===== src/rtl/mrom_pkg.sv =====
package mrom_pkg;

   typedef enum logic [1:0] {
      SZ_BYTE = 2'd0,
      SZ_HALF = 2'd1,
      SZ_WORD = 2'd2,
      SZ_RSVD = 2'd3
   } acc_size_e;

   // Synthesizable image generator: one word per word index.
   function automatic logic [31:0] rom_word(input logic [31:0] idx,
                                            input logic [31:0] mul,
                                            input logic [31:0] add);
      return idx * mul + add;
   endfunction

endpackage


===== src/rtl/mrom_port_dec.sv =====
module mrom_port_dec
   import mrom_pkg::*;
#(
   parameter int ADDR_W     = 28,
   parameter int AREA_LO    = 24,
   parameter int AREA_HI    = 26,
   parameter int MODE_W     = 3,
   parameter int ROM_MODE   = 2,
   parameter bit ALLOW_WORD = 1'b1
) (
   input  logic              req_i,
   input  logic [ADDR_W-1:0] addr_i,
   input  acc_size_e         size_i,
   input  logic [MODE_W-1:0] mode_i,
   output logic              claim_o,
   output logic              err_o
);

   localparam logic [MODE_W-1:0] MODE_ON = ROM_MODE[MODE_W-1:0];

   generate
      if (AREA_HI >= ADDR_W || AREA_LO > AREA_HI) begin : g_bad_area
         $error("mrom_port_dec: area field outside the address");
      end
   endgenerate

   logic in_area;
   logic mode_ok;
   logic bad_align;
   logic bad_width;

   assign in_area = (addr_i[AREA_HI:AREA_LO] == '0);
   assign mode_ok = (mode_i == MODE_ON);
   assign claim_o = req_i && in_area && mode_ok;

   always_comb begin
      unique case (size_i)
         SZ_HALF: bad_align = addr_i[0];
         SZ_WORD: bad_align = |addr_i[1:0];
         default: bad_align = 1'b0;
      endcase
   end

   generate
      if (ALLOW_WORD) begin : g_wide
         assign bad_width = (size_i == SZ_RSVD);
      end else begin : g_narrow
         assign bad_width = (size_i == SZ_WORD) || (size_i == SZ_RSVD);
      end
   endgenerate

   assign err_o = bad_align || bad_width;

endmodule


===== src/rtl/mrom_arb.sv =====
module mrom_arb (
   input  logic cpu_claim_i,
   input  logic dma_claim_i,
   output logic sel_dma_o,
   output logic hit_o,
   output logic dma_stall_o
);

   assign sel_dma_o   = dma_claim_i && !cpu_claim_i;
   assign hit_o       = cpu_claim_i || dma_claim_i;
   assign dma_stall_o = dma_claim_i && cpu_claim_i;

endmodule


===== src/rtl/mrom_lane.sv =====
module mrom_lane
   import mrom_pkg::*;
#(
   parameter int DATA_W     = 32,
   parameter bit BIG_ENDIAN = 1'b1
) (
   input  logic [DATA_W-1:0] word_i,
   input  acc_size_e         size_i,
   input  logic [1:0]        off_i,
   output logic [DATA_W-1:0] data_o
);

   localparam int LANES = DATA_W / 8;

   generate
      if (DATA_W != 32) begin : g_bad_w
         $error("mrom_lane: only a 32-bit data path is supported");
      end
   endgenerate

   for (genvar k = 0; k < LANES; k++) begin : g_lane
      localparam logic [1:0] K = k[1:0];
      localparam int LSB = BIG_ENDIAN ? (DATA_W - 8 - 8 * k) : (8 * k);
      logic en;
      always_comb begin
         unique case (size_i)
            SZ_BYTE: en = (off_i == K);
            SZ_HALF: en = (off_i[1] == K[1]);
            SZ_WORD: en = 1'b1;
            default: en = 1'b0;
         endcase
      end
      assign data_o[LSB +: 8] = en ? word_i[LSB +: 8] : 8'h00;
   end

endmodule


===== src/rtl/mirrored_rom_ctrl.sv =====
module mirrored_rom_ctrl
   import mrom_pkg::*;
#(
   parameter int          ADDR_W     = 28,
   parameter int          DATA_W     = 32,
   parameter int          ROM_AW     = 16,
   parameter int          AREA_LO    = 24,
   parameter int          AREA_HI    = 26,
   parameter int          MODE_W     = 3,
   parameter int          ROM_MODE   = 2,
   parameter bit          BIG_ENDIAN = 1'b1,
   parameter logic [31:0] IMG_MUL    = 32'h9E3779B1,
   parameter logic [31:0] IMG_ADD    = 32'h3C6EF372
) (
   input  logic              clk,
   input  logic              rst_n,
   input  logic [2:0]        mode_i,
   input  logic              cpu_req_i,
   input  logic [27:0]       cpu_addr_i,
   input  logic [1:0]        cpu_size_i,
   input  logic              dma_req_i,
   input  logic [27:0]       dma_addr_i,
   input  logic [1:0]        dma_size_i,
   output logic              hit_o,
   output logic              dma_stall_o,
   output logic              rsp_valid_o,
   output logic              rsp_err_o,
   output logic              rsp_port_o,
   output logic [31:0]       rsp_data_o
);

   localparam int IDX_W = ROM_AW - 2;
   localparam int PAD_W = 32 - IDX_W;

   generate
      if (ADDR_W != 28 || DATA_W != 32 || MODE_W != 3) begin : g_bad_port
         $error("mirrored_rom_ctrl: port widths are fixed at 28/32/3");
      end
      if (ROM_AW < 3 || ROM_AW > AREA_LO) begin : g_bad_rom
         $error("mirrored_rom_ctrl: ROM size must fit below the area field");
      end
   endgenerate

   logic cpu_claim, cpu_err;
   logic dma_claim, dma_err;
   logic sel_dma;

   mrom_port_dec #(
      .ADDR_W(ADDR_W), .AREA_LO(AREA_LO), .AREA_HI(AREA_HI),
      .MODE_W(MODE_W), .ROM_MODE(ROM_MODE), .ALLOW_WORD(1'b1)
   ) u_dec_cpu (
      .req_i(cpu_req_i), .addr_i(cpu_addr_i), .size_i(acc_size_e'(cpu_size_i)),
      .mode_i(mode_i), .claim_o(cpu_claim), .err_o(cpu_err)
   );

   mrom_port_dec #(
      .ADDR_W(ADDR_W), .AREA_LO(AREA_LO), .AREA_HI(AREA_HI),
      .MODE_W(MODE_W), .ROM_MODE(ROM_MODE), .ALLOW_WORD(1'b0)
   ) u_dec_dma (
      .req_i(dma_req_i), .addr_i(dma_addr_i), .size_i(acc_size_e'(dma_size_i)),
      .mode_i(mode_i), .claim_o(dma_claim), .err_o(dma_err)
   );

   mrom_arb u_arb (
      .cpu_claim_i(cpu_claim), .dma_claim_i(dma_claim),
      .sel_dma_o(sel_dma), .hit_o(hit_o), .dma_stall_o(dma_stall_o)
   );

   // Mirror folding: only the low ROM_AW bits reach the array.
   logic [ADDR_W-1:0] sel_addr;
   acc_size_e         sel_size;
   logic              sel_err;
   logic [IDX_W-1:0]  word_idx;
   logic [31:0]       img_word;
   logic [31:0]       lane_data;

   assign sel_addr = sel_dma ? dma_addr_i : cpu_addr_i;
   assign sel_size = sel_dma ? acc_size_e'(dma_size_i) : acc_size_e'(cpu_size_i);
   assign sel_err  = sel_dma ? dma_err : cpu_err;
   assign word_idx = sel_addr[ROM_AW-1:2];
   assign img_word = rom_word({{PAD_W{1'b0}}, word_idx}, IMG_MUL, IMG_ADD);

   mrom_lane #(.DATA_W(DATA_W), .BIG_ENDIAN(BIG_ENDIAN)) u_lane (
      .word_i(img_word), .size_i(sel_size), .off_i(sel_addr[1:0]),
      .data_o(lane_data)
   );

   always_ff @(posedge clk or negedge rst_n) begin
      if (!rst_n) begin
         rsp_valid_o <= 1'b0;
         rsp_err_o   <= 1'b0;
         rsp_port_o  <= 1'b0;
         rsp_data_o  <= '0;
      end else begin
         rsp_valid_o <= hit_o;
         rsp_err_o   <= hit_o && sel_err;
         rsp_port_o  <= hit_o && sel_dma;
         rsp_data_o  <= (hit_o && !sel_err) ? lane_data : '0;
      end
   end

endmodule


===== config.mk =====
export PLATFORM = sky130hd
export DESIGN_NAME = mirrored_rom_ctrl
export DESIGN_NICKNAME = d
export VERILOG_FILES = /design/src/rtl/mrom_pkg.sv /design/src/rtl/mrom_port_dec.sv /design/src/rtl/mrom_arb.sv /design/src/rtl/mrom_lane.sv /design/src/rtl/mirrored_rom_ctrl.sv
export SDC_FILE = /design/constraint.sdc
export NUM_CORES = 1
export LEC_CHECK = 0
export BUFFER_PORTS_ARGS = -buffer_cell sky130_fd_sc_hd__buf_2
export CORE_ASPECT_RATIO = 2
export CORE_MARGIN = 2
export CORE_UTILIZATION = 60
export CTS_CLUSTER_SIZE = 20
export DETAILED_ROUTE_END_ITERATION = 7
export GPL_ROUTABILITY_DRIVEN = 0
export PLACE_DENSITY = 0.83
export REMOVE_ABC_BUFFERS = 1
export SETUP_SLACK_MARGIN = 0.05
export SYNTH_ARGS = -nofsm -noshare
export SYNTH_HDL_FRONTEND = slang
export SYNTH_SLANG_ARGS = --single-unit

===== constraint.sdc =====
create_clock -name clk -period 2 [get_ports clk]
set_input_delay 0.4 -clock clk [delete_from_list [all_inputs] [get_ports clk]]
set_output_delay 0.4 -clock clk [all_outputs]
set_load 0.05 [all_outputs]

==> results of run 1 <==
[synthesized netlist by cell type, types with 3 or more instances]
cell type,n,area share [%]
sky130_fd_sc_hd__o211ai_1,3,0.30
sky130_fd_sc_hd__inv_1,209,10
sky130_fd_sc_hd__nor3_1,6,0.40
sky130_fd_sc_hd__xnor2_1,29,3.4
sky130_fd_sc_hd__dfrtp_1,35,12
sky130_fd_sc_hd__or2_2,3,0.25
sky130_fd_sc_hd__fa_1,133,36
sky130_fd_sc_hd__nand2_1,31,1.6
sky130_fd_sc_hd__o31ai_1,3,0.30
sky130_fd_sc_hd__o21ai_0,18,1.2
sky130_fd_sc_hd__a21oi_1,28,1.9
sky130_fd_sc_hd__ha_1,113,19
sky130_fd_sc_hd__xor2_1,15,1.8
sky130_fd_sc_hd__o21a_1,3,0.30
sky130_fd_sc_hd__nand3_1,5,0.33
sky130_fd_sc_hd__mux2i_1,8,1.1
sky130_fd_sc_hd__nor2_1,54,2.7
sky130_fd_sc_hd__nand2b_1,5,0.42
sky130_fd_sc_hd__buf_2,3,0.20
sky130_fd_sc_hd__a21o_1,8,0.80
[logic make-up after synthesis]
family	count (synthesis)	share of synthesized area (%)
adders and majority gates	246	54.54
DFF	35	11.72
and+or+nand+nor	125	8.570
buffers and inverters	215	10.95
muxes	11	1.557
AOI/OAI and AO/OA	83	7.516
xor gates and xnor gates	44	5.156
[what timing repair did]
action | CTS
resized for setup | 188
endpoints found under the hold margin | 0
gates cloned | 1
setup buffers | 29
hold buffers | 0
setup endpoints to repair | 33
pin swaps | 78
[metal layers]
| layer | GRT overflow | GRT usage [%] |
|---|---|---|
| met1 | 1 | 69.02 |
| met2 | 89 | 97.40 |
| met3 | 0 | 44.97 |
| met4 | 57 | 88.52 |
| met5 | 0 | 2.273 |
[metrics by stage]
step	worst slack (ns)	area, um2	utilization (%)
3_5_place_dp	-5.028	9468	78.09
4_1_cts	-4.258	10680	88.12
2_1_floorplan	-4.628	7445	-
3_3_place_gp	-4.525	9468	78.09
==> insert_results.sql, run 1 <==
INSERT INTO impl_metrics (metric_group, metric, value, unit) VALUES
('placed_design', 'post-place-cells', '1171', ''),
('sta', 'worst-endpoint-pin-kind', 'register input', ''),
('grt', 'pin_count_of_the_biggest_net_entering_global_routing', '36', ''),
('outcome', 'last-stage-reached', '5_1_grt', ''),
('grt', 'gr-total-overflow', '147', ''),
('yosys', 'yosysWarningCount', '0', ''),
('yosys', 'postSynth.topFlopCell', 'sky130_fd_sc_hd__dfrtp_1', ''),
('outcome', 'error_message', '[ERROR GRT-0232] Routing congestion too high. Check the congestion heatmap in the GUI.', ''),
('die', 'floorplan_die_width', '82.93', 'um'),
('yosys', 'synthArstFlopShare', '100.0', '%'),
('placed_design', 'dp_hpwl', '21.18', 'mm'),
('placed_design', 'port_buffers', '85', ''),
('cts', 'clock_root_buffer_master', 'sky130_fd_sc_hd__clkbuf_16', ''),
('die', 'floorplan.initialDensity', '61.65', '%'),
('grt', 'grt_usage', '73.21', '%'),
('cts', 'clkSinkCount', '35', ''),
('yosys', 'seq_area_frac_synth', '11.72', '%'),
('cts', 'clock_tree.htree_level_count', '2', ''),
('sta', 'timing.grt.repair.worst_endpoint', 'rsp_data_o[31]$_DFF_PN0_/D', ''),
('cts', 'cts_buffers', '5', ''),
('cts', 'ctsLongestPathBuffers', '2', ''),
('yosys', 'number_of_enable_flip_flop_cells_after_synthesis', '0', ''),
('yosys', 'synth-seq-cells', '35', ''),
('yosys', 'post_synth_inst_count', '759', ''),
('yosys', 'post_synth_instance_area', '7475', 'um2'),
('yosys', 'synth_cell_types', '57', ''),
('yosys', 'post_synthesis_area_per_instance', '9.848', 'um2'),
('die', 'count_of_pins_on_the_block_boundary', '104', ''),
('die', 'die-height', '161.8', 'um'),
('outcome', 'outcome', 'aborted with a tool error', ''),
('die', 'floorplan.rows', '57', '');
==> run 2, diff against run 1 <==
CORE_ASPECT_RATIO = unset   (was 2)
CORE_UTILIZATION = 40   (was 60)
CTS_CLUSTER_SIZE = unset   (was 20)
PLACE_DENSITY = unset   (was 0.83)
PLACE_DENSITY_LB_ADDON = 0.15   (was unset)
SETUP_SLACK_MARGIN = unset   (was 0.05)
==> insert_results.sql, run 2 <==
INSERT INTO impl_metrics (metric_group, metric, value, unit) VALUES
('cells_and_area', 'top_register', 'rsp_data_o', ''),
('detailed_routing', 'detailedRoute.firstIterationViolations', '238', ''),
('yosys', 'seq_area_frac_synth', '11.72', '%'),
('min_path', 'worst_hold_path_type', 'in2async', ''),
('sta', 'maxSlewHeadroom', '47.04', '%'),
('setup_path', 'critical_path_class', 'in2reg', ''),
('sta', 'fin_crit_sh', '320.3', '%'),
('setup_path', 'required', '2.16', 'ns'),
('yosys', 'synthArstFlopShare', '100.0', '%'),
('run', 'maxCapViolCount', '0', ''),
('cells_and_area', 'final_cell_area', '11100', 'um2'),
('cells_and_area', 'final_cell_mix', 'sky130_fd_sc_hd__inv_1 (180), sky130_fd_sc_hd__buf_4 (180), sky130_fd_sc_hd__fa_1 (119), sky130_fd_sc_hd__buf_2 (80), sky130_fd_sc_hd__ha_1 (71)', ''),
('cts', 'clkSinkCount', '35', ''),
('die', 'floorplan_die_width', '140.7', 'um'),
('yosys', 'synth_cell_types', '57', ''),
('sta', 'hold_viol', '0', ''),
('yosys', 'yosysTopAreaCellShare', '35.62', '%'),
('sta', 'max_freq', '0.1561', 'GHz'),
('detailed_routing', 'via_count', '6123', ''),
('outcome', 'failed_checks', 'setup timing', ''),
('yosys', 'synth-seq-cells', '35', ''),
('placed_design', 'dp_hpwl', '18.17', 'mm'),
('cells_and_area', 'layout-drive-gt1-share', '46.02', '%'),
('setup_path', 'endpoint_kind', 'flop', ''),
('yosys', 'post_synthesis_area_per_instance', '9.848', 'um2'),
('detailed_routing', 'drt-total-wl', '22.09', 'mm'),
('die', 'floorplan.rows', '49', ''),
('cts', 'cts_buffers', '5', ''),
('yosys', 'post_synth_inst_count', '759', ''),
('yosys', 'yosys.area.top_type', 'sky130_fd_sc_hd__fa_1', ''),
('detailed_routing', 'post_drt_wl_per_cell', '17.04', 'um'),
('grt', 'gr-total-overflow', '0', ''),
('grt', 'grt_usage', '22.87', '%'),
('die', 'floorplan.core_area', '18150', 'um2'),
('placed_design', 'post-place-cells', '1250', ''),
('cts', 'clock_tree.htree_level_count', '2', ''),
('cts', 'clock_root_buffer_master', 'sky130_fd_sc_hd__clkbuf_16', ''),
('setup_path', 'crit_arrival', '6.56', 'ns'),
('detailed_routing', 'drc', '0', ''),
('yosys', 'post_synth_instance_area', '7475', 'um2'),
('die', 'floorplan.initialDensity', '41.19', '%'),
('grt', 'vias_in_the_first_global_route', '6505', ''),
('placed_design', 'place_area', '9535', 'um2'),
('cells_and_area', 'nets_finish', '1380', ''),
('cts', 'ctsLongestPathBuffers', '2', ''),
('grt', 'grt_antenna_before_repair', '0', ''),
('die', 'count_of_pins_on_the_block_boundary', '104', ''),
('cells_and_area', 'largest_register_ffs', '32', ''),
('sta', 'final_max_slew_viol_count', '0', ''),
('detailed_routing', 'via_per_inst', '4.725', ''),
('sta', 'rsz0062_at_grt', 'yes', ''),
('yosys', 'synth_area_leaders', 'sky130_fd_sc_hd__fa_1 (36%), sky130_fd_sc_hd__ha_1 (19%), sky130_fd_sc_hd__dfrtp_1 (12%)', ''),
('die', 'die-height', '140.7', 'um'),
('sta', 'setup_viol', '32', ''),
('setup_path', 'cp-start-kind', 'input port', ''),
('yosys', 'postSynth.topFlopCell', 'sky130_fd_sc_hd__dfrtp_1', ''),
('cts', 'clk_pin_slew', '0.06', 'ns'),
('cts', 'holdBufCountCts', '0', ''),
('grt', 'pin_count_of_the_biggest_net_entering_global_routing', '36', ''),
('sta', 'worst_slew_pin_slew', '0.7944', 'ns'),
('yosys', 'number_of_enable_flip_flop_cells_after_synthesis', '0', ''),
('detailed_routing', 'drtAntennaViolNets', '0', ''),
('yosys', 'yosysWarningCount', '0', ''),
('outcome', 'outcome', 'complete, but fails checks', ''),
('sta', 'setup_slack', '-4.407', 'ns'),
('grt', 'grt_first_pass_wirelength', '34.97', 'mm'),
('placed_design', 'port_buffers', '85', ''),
('die', 'die_area', '19800', 'um2'),
('sta', 'post-route-min-period', '6.407', 'ns'),
('cells_and_area', 'post_layout_nonfiller_instances', '1296', ''),
('cts', 'tritoncts_clock_tree', 'done', ''),
('cells_and_area', 'antenna-diode-count', '0', ''),
('detailed_routing', 'dr.pass1.iters', '4', ''),
('yosys', 'synthMostInstantiatedCell', 'sky130_fd_sc_hd__inv_1', ''),
('setup_path', 'critical_path.max_fanout', '6', ''),
('yosys', 'post_synth_most_frequent_cells', 'sky130_fd_sc_hd__inv_1 (209), sky130_fd_sc_hd__fa_1 (133), sky130_fd_sc_hd__ha_1 (113), sky130_fd_sc_hd__nor2_1 (54), sky130_fd_sc_hd__dfrtp_1 (35)', ''),
('cells_and_area', 'syn_to_final_growth', '48.54', '%');
run 2: cell counts after synthesis:
No cell type changed its count.
run 2: final timing paths:
check | from | to | slack [ns] | cells after the start
worst max-delay path | cpu_addr_i[25] | rsp_data_o[23] | -4.41 | 26
worst min-delay path | rst_n | rsp_data_o[13] | 0.20 | 1
max in group asynchronous | rst_n | rsp_data_o[26] | 1.29 | 1
min in group clk | mode_i[0] | rsp_valid_o | 0.52 | 4
run 2: cell families after synthesis:
group / count (synthesis) / synth area share, %
flops: 35 / 11.72
simple gates: 125 / 8.570
mux: 11 / 1.557
compound gates: 83 / 7.516
fa+ha+maj: 246 / 54.54
xor+xnor: 44 / 5.156
buf+inv: 215 / 10.95
run 2: critical path, stage by stage:
cell	delay, ns
sky130_fd_sc_hd__buf_6	0.09
sky130_fd_sc_hd__nor4b_4	0.28
sky130_fd_sc_hd__nand3b_4	0.31
sky130_fd_sc_hd__mux2i_4	0.31
sky130_fd_sc_hd__inv_2	0.08
sky130_fd_sc_hd__fa_1	0.52
sky130_fd_sc_hd__fa_1	0.51
sky130_fd_sc_hd__inv_2	0.04
sky130_fd_sc_hd__fa_1	0.54
sky130_fd_sc_hd__inv_2	0.04
sky130_fd_sc_hd__fa_1	0.52
sky130_fd_sc_hd__inv_1	0.04
sky130_fd_sc_hd__fa_1	0.46
sky130_fd_sc_hd__fa_1	0.53
sky130_fd_sc_hd__inv_2	0.05
sky130_fd_sc_hd__ha_4	0.26
sky130_fd_sc_hd__o211ai_1	0.14
sky130_fd_sc_hd__buf_4	0.18
sky130_fd_sc_hd__a2111oi_4	0.37
sky130_fd_sc_hd__buf_4	0.19
sky130_fd_sc_hd__o21a_2	0.14
sky130_fd_sc_hd__o31a_4	0.16
sky130_fd_sc_hd__nor2_4	0.04
sky130_fd_sc_hd__o211ai_2	0.14
sky130_fd_sc_hd__xnor2_1	0.13
sky130_fd_sc_hd__nor2_1	0.05
run 2: timing repair:
action	4_1_cts	5_1_grt
endpoints found under the hold margin	0	0
setup endpoints to repair	32	32
buffers inserted	27	14
resized for setup	136	107
pin swaps	61	73
run 2: area by class of cell:
| cell class | count | area, um2 |
|---|---|---|
| Fill cell | 1516 | 7044 |
| Multi-Input combinational cell | 509 | 6705 |
| Timing Repair Buffer | 306 | 2291 |
| Sequential cell | 35 | 875.8 |
| Inverter | 210 | 800.8 |
| Tap cell | 229 | 286.5 |
| Clock buffer | 6 | 138.9 |
| Clock inverter | 1 | 5.005 |
run 2: metal layers:
metal	track usage (%)	part of all wire (%)	vias up
met4	5.474	2.3	0
met5	0	0	-
li1	-	-	2944
met3	2.683	4.1	33
met2	39.23	48	140
met1	31.18	45	3006
run 2: through the flow:
stage	setup slack, ns	setup TNS [ns]	hold WS (ns)	util [%]
after floorplan	-4.628	-105.87	0.1044	-
after global placement	-4.773	-113.66	0.5265	52.54
after detailed placement	-4.818	-115.28	0.5318	52.54
after CTS	-4.265	-98.85	0.2350	58.28
after global routing	-4.634	-106.19	0.2746	61.18
final	-4.407	-100.99	0.1991	61.18
Power of run 2 is not shown: default switching activity piles up to over one toggle a cycle in this logic, so the estimate is an artifact.
